[config.mk]
export PLATFORM = sky130hd
export DESIGN_NAME = sq_fwd_range
export DESIGN_NICKNAME = d
export VERILOG_FILES = /design/src/rtl/sq_fwd_range_pkg.sv /design/src/rtl/sqr_range_gen.sv /design/src/rtl/sqr_hit_gate.sv /design/src/rtl/sqr_out_stage.sv /design/src/rtl/sq_fwd_range.sv
export SDC_FILE = /design/constraint.sdc
export NUM_CORES = 1
export LEC_CHECK = 0
export ABC_AREA = 1
export ABC_CLOCK_PERIOD_IN_PS = 800
export BUFFER_PORTS_ARGS = -buffer_cell sky130_fd_sc_hd__buf_2
export CAP_MARGIN = 20
export CORE_MARGIN = 4
export CORE_UTILIZATION = 40
export CTS_BUF_LIST = sky130_fd_sc_hd__clkbuf_4
export CTS_CLUSTER_SIZE = 12
export DETAILED_ROUTE_END_ITERATION = 10
export PLACE_DENSITY = 0.63
export SLEW_MARGIN = 20
export SYNTH_ARGS = -nofsm -noshare
export SYNTH_HDL_FRONTEND = slang
export SYNTH_SLANG_ARGS = --single-unit
[constraint.sdc]
create_clock -name clk -period 0.8 [get_ports clk]
set_clock_uncertainty 0.05 [all_clocks]
set_input_delay 0.08 -clock clk [delete_from_list [all_inputs] [get_ports clk]]
set_output_delay 0.08 -clock clk [all_outputs]
set_load 0.02 [all_outputs]
[src/rtl/sq_fwd_range_pkg.sv]
package sq_fwd_range_pkg;

  localparam int MAX_DEPTH = 64;

  // Bits j with lo <= j < hi set, all others clear.
  function automatic bit [MAX_DEPTH-1:0] span_mask(input int lo, input int hi);
    bit [MAX_DEPTH-1:0] m;
    m = '0;
    for (int j = 0; j < MAX_DEPTH; j++) begin
      m[j] = (j >= lo) && (j < hi);
    end
    return m;
  endfunction

endpackage

[src/rtl/sqr_range_gen.sv]
module sqr_range_gen #(
  parameter int DEPTH = 16,
  parameter int IDXW  = $clog2(DEPTH)
) (
  input  logic            tail_flag,
  input  logic [IDXW-1:0] tail_idx,
  input  logic            load_flag,
  input  logic [IDXW-1:0] load_idx,
  output logic            flags_same,
  output logic [DEPTH-1:0] span_old,
  output logic [DEPTH-1:0] span_new
);
  import sq_fwd_range_pkg::*;

  logic [DEPTH-1:0] tail_to_load;
  logic [DEPTH-1:0] tail_to_top;
  logic [DEPTH-1:0] base_to_load;

  assign flags_same   = (tail_flag == load_flag);
  assign tail_to_load = DEPTH'(span_mask(int'(tail_idx), int'(load_idx)));
  assign tail_to_top  = DEPTH'(span_mask(int'(tail_idx), DEPTH));
  assign base_to_load = DEPTH'(span_mask(0, int'(load_idx)));

  always_comb begin
    if (flags_same) begin
      span_old = tail_to_load;
      span_new = '0;
    end else begin
      span_old = tail_to_top;
      span_new = base_to_load;
    end
  end

endmodule

[src/rtl/sqr_hit_gate.sv]
module sqr_hit_gate #(
  parameter int DEPTH = 16
) (
  input  logic [DEPTH-1:0] span_old,
  input  logic [DEPTH-1:0] span_new,
  input  logic [DEPTH-1:0] addr_hit,
  output logic [DEPTH-1:0] gated_old,
  output logic [DEPTH-1:0] gated_new
);
  for (genvar e = 0; e < DEPTH; e++) begin : g_entry
    assign gated_old[e] = span_old[e] & addr_hit[e];
    assign gated_new[e] = span_new[e] & addr_hit[e];
  end
endmodule

[src/rtl/sqr_out_stage.sv]
module sqr_out_stage #(
  parameter int DEPTH   = 16,
  parameter bit REG_OUT = 1'b1
) (
  input  logic             clk,
  input  logic             rst_n,
  input  logic             en,
  input  logic [DEPTH-1:0] d_old,
  input  logic [DEPTH-1:0] d_new,
  output logic [DEPTH-1:0] q_old,
  output logic [DEPTH-1:0] q_new
);
  if (REG_OUT) begin : g_reg
    always_ff @(posedge clk or negedge rst_n) begin
      if (!rst_n) begin
        q_old <= '0;
        q_new <= '0;
      end else if (en) begin
        q_old <= d_old;
        q_new <= d_new;
      end
    end
  end else begin : g_pass
    logic unused_ctl;
    assign unused_ctl = &{1'b0, clk, rst_n, en};
    assign q_old = d_old;
    assign q_new = d_new;
  end
endmodule

[src/rtl/sq_fwd_range.sv]
module sq_fwd_range #(
  parameter int DEPTH   = 16,
  parameter bit REG_OUT = 1'b1,
  localparam int IDXW   = $clog2(DEPTH)
) (
  input  logic             clk,
  input  logic             rst_n,
  input  logic             cap_en,
  input  logic             tail_flag,
  input  logic [IDXW-1:0]  tail_idx,
  input  logic             load_flag,
  input  logic [IDXW-1:0]  load_idx,
  input  logic [DEPTH-1:0] addr_hit,
  output logic [DEPTH-1:0] sel_old,
  output logic [DEPTH-1:0] sel_new
);
  logic             flags_same;
  logic [DEPTH-1:0] span_old;
  logic [DEPTH-1:0] span_new;
  logic [DEPTH-1:0] gated_old;
  logic [DEPTH-1:0] gated_new;

  sqr_range_gen #(.DEPTH(DEPTH), .IDXW(IDXW)) u_range (
    .tail_flag (tail_flag),
    .tail_idx  (tail_idx),
    .load_flag (load_flag),
    .load_idx  (load_idx),
    .flags_same(flags_same),
    .span_old  (span_old),
    .span_new  (span_new)
  );

  sqr_hit_gate #(.DEPTH(DEPTH)) u_gate (
    .span_old (span_old),
    .span_new (span_new),
    .addr_hit (addr_hit),
    .gated_old(gated_old),
    .gated_new(gated_new)
  );

  sqr_out_stage #(.DEPTH(DEPTH), .REG_OUT(REG_OUT)) u_out (
    .clk  (clk),
    .rst_n(rst_n),
    .en   (cap_en),
    .d_old(gated_old),
    .d_new(gated_new),
    .q_old(sel_old),
    .q_new(sel_new)
  );

endmodule

# Yosys cells after proc, flatten, opt, wreduce, memory -nomap -nowiden
# Cells that the tools add are included.
classes:
  n_mul: 0
  bitwise_logic: 32
  n_shift: 0
  eq_ne: 1
  n_div: 0
  n_reduce_logical: 15
  n_addsub: 0
  n_lt_le_gt_ge: 30
  mux: 2
op_table:
  columns: ["op", "count"]
  rows:
  - ["$and 1x1->1", 31]
  - ["$ge 4x4->1 const A", 7]
  - ["$lt 4x4->1 const A", 7]
  - ["$ge 3x4->1 const A", 4]
  - ["$lt 3x4->1 const A", 4]
  - ["$mux 16", 1]
  - ["$logic_and 1x1->1", 15]
  - ["$mux 15", 1]
  - ["$ge 1x4->1 const A", 2]
  - ["$ge 2x4->1 const A", 2]
  - ["$lt 1x4->1 const A", 2]
  - ["$lt 2x4->1 const A", 2]
  - ["$and 1x1->1 const A", 1]
  - ["$eq 1x1->1", 1]
totals:
  n_memories: 0
  regBits: 32
  elab_cells: 82
  latch_bits: 0
  out_inout_bits: 32
  ramBits: 0
  in_bits: 29
  mem_bits_ro: 0

# Depth between registers and ports, before layout
logic_depth:
  depth_word: 4
  depth_mapped: 7
  mapped_depth_nobuf: 6

# Cells and area by module
# A second synthesis with hierarchy kept.
unflattened:
  cells_unflattened: 295
  hier_area_um2: 1949.4
modules_own_cells:
  columns: ["mod", "cells_per_inst", "instances", "area_each_um2"]
  rows:
  - ["sqr_out_stage", 136, 1, 1292.5]
  - ["sqr_range_gen", 95, 1, 416.6]
  - ["sqr_hit_gate", 64, 1, 240.2]

# Worst setup path before layout
# No wires, ideal clock.
synth_timing:
  path_kind: "input to register"
  start: "in load_idx[3]"
  end: "reg u_out.q_old[1]"
  stages: 7
  path_slack_ns: -0.023
  arrival_time_ns: 0.656
  required_ns: 0.634
  cell_sequence: "buf_2 > nor2_2 > inv_2 > nor2_1 > nand2_1 > nand2_1 > nand2_1"
synth_via:
  elab_chain_len: 4
synth_lines:
  columns: ["element", "line_no", "text"]
  rows:
  - ["from (decl)", "sq_fwd_range.sv:12", "input logic [IDXW-1:0] load_idx,"]
  - ["$lt 1x4->1", "sq_fwd_range_pkg.sv:10", "m[j] = (j >= lo) && (j < hi);"]
  - ["$logic_and 1x1->1", "sq_fwd_range_pkg.sv:10", null]
  - ["$mux 16", "sqr_range_gen.sv:25", "if (flags_same) begin"]
  - ["$and 1x1->1", "sqr_hit_gate.sv:11", "assign gated_old[e] = span_old[e] & addr_hit[e];"]
  - ["to (signal assigned)", "sqr_out_stage.sv:19", "q_old <= d_old;"]
  - ["to (decl)", "sqr_out_stage.sv:10", "output logic [DEPTH-1:0] q_old,"]
# No other way between the ends.
# A chain may end at the register's enable or synchronous reset.

# Worst setup path after layout
layout_timing:
  start: "reg u_out.q_old[13]"
  end: "out sel_old[13]"
layout_rtl:
  columns: ["element", "line_no", "text"]
  rows:
  - ["to (decl)", "sq_fwd_range.sv:14", "output logic [DEPTH-1:0] sel_old,"]
# No word-level cell between the ends.

==> impl_metrics.yaml <==
run_status:
  status: "complete, but fails checks"
  failed_checks: "hold timing, setup timing"
critical_path:
  cp-start-kind: "flip-flop"
  arrival_ns: 0.88
  critPathCaptureType: "primary output"
  path_buf_inv: 1
  slowest_delay_ns: 0.42
  r2r_slack_ns: -0.04
  r2r_start: "u_out.q_old[9]"
  r2r_end: "u_out.q_old[9]"
  criticalPathCategory: "flip-flop to primary output"
  required_ns: 0.67
  rr_worst_depth: 3
  path_max_fanout: 2
  worstPathCellList: "buf_6"
  crit_path_top_delay_cell: "dfrtp_1"
  crit_family: "flip-flops"
detailed_routing:
  first_iter_violations: 88
  wl_per_cell_um: 13.0
  drc: 0
  wirelength_mm: 4.81
  vias: 1747
  via_per_inst: 4.72
  ant_nets: 0
  firstDrtPassIters: 4
place:
  placed_area_um2: 2040
  dpl.cell_count: 335
  io_buffer_count: 59
  place_ws_ns: -0.165
  gp_congestion: 0.847
  dp_hpwl_mm: 3.27
die:
  initial_core_util: 0.429
  die_y_um: 71.8
  die_w_um: 71.8
  dieArea_um2: 5150
  core_um2: 3800
  io_pins: 61
  rows: 22
sta:
  finalMaxSlewViolations: 0
  tightest_slew_ns: 0.594
  slew_headroom: 0.603
  setup_viol: 40
  fin_crit_sh: 1.27
  layout_setup_ws_ns: -0.212
  rsz0062_at_grt: "yes"
  max_freq_mhz: 988
  fin_crit_ns: 1.01
  hold_viol: 2
  hold_ws_ns: -0.00893
yosys:
  ys_ff_latch: 31
  synthCells: 226
  syn_area_um2: 1630
  yosysUniqueCellTypes: 19
  synthDominantCellAreaShare: 0.477
  ys_warn_count: 0
  ys_seq_area_frac: 0.477
  yosys-top-cells-area: "dfrtp_1 48%, nand2_1 21%, o21ai_1 6.1%, nor2_1 5.8%, nand3_1 5.5%"
  syn_nets: 255
  synth_area_leader_cell: "dfrtp_1"
  syn_area_per_cell_um2: 7.20
global_routing:
  grt_usage: 0.196
  grt_max_degree: 32
  antenna_found_initial: 0
  grt_pass1_wl_mm: 8.03
  grt_pass1_vias: 1712
  grt_overflow: 0
layout:
  stdcell_area_um2: 2580
  final_common_cell: "nand2_1"
  fin_cells: 370
  layout-drive-gt1-share: 0.382
  nets: 350
  finish.utilization: 0.681
  syn_to_final_growth_pct: 58.8
  final_cell_mix: "76 x nand2_1, 38 x buf_6, 31 x dfrtp_1, 28 x buf_2, 25 x nor2_1"
  fill_cells: 322
  diodes: 0
min_path:
  hold_path_startpoint: "addr_hit[13]"
  min_path_type: "input port to flip-flop"
  min_to: "u_out.q_new[13]"
  holdPathStages: 3
cts:
  hold_buffers: 9
  root_buffer: "clkbuf_4"
  cts_tree: "built"
  numClockSinks: 31
  numCtsBuffers: 5
  path_clk_slew_ns: 0.09
  clkLatencyLatePin_ns: 0.32
  ctsLongestPathBuffers: 2
  htreeDepth: 2
pwr:
  leakagePower_nw: 1.40
  peakVddDrop_mv: 1.01
  p_per_area_nw_per_um2: 1430
job:
  maxCapViolCount: 0
## registers in the layout, indices dropped and copies added, names as in the netlist
signal	flops
u_out.q_new	15
u_out.q_old	16
## worst max path at each step
stage / slack [ns] / depth (start not counted) / start / endpoint
detailed placement: -0.17 / 7 / tail_flag / u_out.q_old[14]
floorplan: 0.002 / 7 / load_idx[3] / u_out.q_old[1]
global placement: -0.16 / 7 / tail_flag / u_out.q_old[14]
CTS: -0.22 / 1 / u_out.q_old[2] / sel_old[2]
global route: -0.25 / 1 / u_out.q_old[12] / sel_old[12]
finish: -0.21 / 1 / u_out.q_old[13] / sel_old[13]
## cells by family (layout without fill, tap and decap cells)
family | Yosys count | count (layout) | share of synthesized area
flops | 31 | 31 | 0.477
compound gates | 23 | 23 | 0.0707
simple gates | 145 | 145 | 0.372
other cells | 1 | 1 | 0.00230
buf+inv | 26 | 122 | 0.0784
## layout make-up
| type | count | area [µm²] | share of cell area |
|---|---|---|---|
| Inverter | 16 | 60.1 | 0.0232 |
| Clock inverter | 2 | 7.51 | 0.00290 |
| Multi-Input combinational cell | 169 | 781 | 0.302 |
| Tap cell | 48 | 60.1 | 0.0232 |
| Sequential cell | 31 | 776 | 0.300 |
| Clock buffer | 6 | 45.0 | 0.0174 |
| Timing Repair Buffer | 98 | 856 | 0.331 |
## timing repair
action | in CTS | in global routing
setup endpoints to repair | 31 | 44
resized for setup | 63 | 24
cloned | 0 | 0
buffers inserted | 13 | 8
pin swaps | 4 | 5
endpoints found under the hold margin | 43 | 1
## metrics by stage
step | TNS (ns) | total power, W
floorplan | 0 | 0.00221
global placement | -3.05 | 0.00255
detailed placement | -3.45 | 0.00256
CTS | -6.16 | 0.00367
global route | -7.79 | 0.00394
finish | -6.16 | 0.00370
## synthesized netlist by cell type
library cell	number
o21ai_1	20
buf_2	6
nand2_4	1
nand2_2	4
buf_4	2
nand3_1	18
clkinv_1	3
nand4_1	5
nor2_2	2
nor3b_1	1
dfrtp_1	31
nand2_1	89
o21ai_0	2
nor2_1	25
inv_2	3
buf_6	2
inv_1	10
conb_1	1
a21oi_1	1
## power by group
part | internal (W) | switching, W | total [W] | leakage, nW
Combinational | 0.000517 | 0.000566 | 0.00108 | 0.954
Clock | 0.000359 | 0.000514 | 0.000873 | 0.0307
Sequential | 0.00167 | 0.0000798 | 0.00175 | 0.415
Total | 0.00255 | 0.00116 | 0.00370 | 1.40
## tightest hold or removal path: stages
cell and delay [ns]:
buf_2 0.11, nand2_1 0.09, o21ai_2 0.06
## per-layer routing
layer / wire length (µm) / vias to the layer above / track usage
met3: 265 / 4 / 0.0463
met5: 0 / - / 0
met4: 39 / 0 / 0.0438
met2: 2370 / 51 / 0.322
li1: - / 899 / -
met1: 2130 / 793 / 0.261
Note: power is estimated with default switching activity, not from simulation.
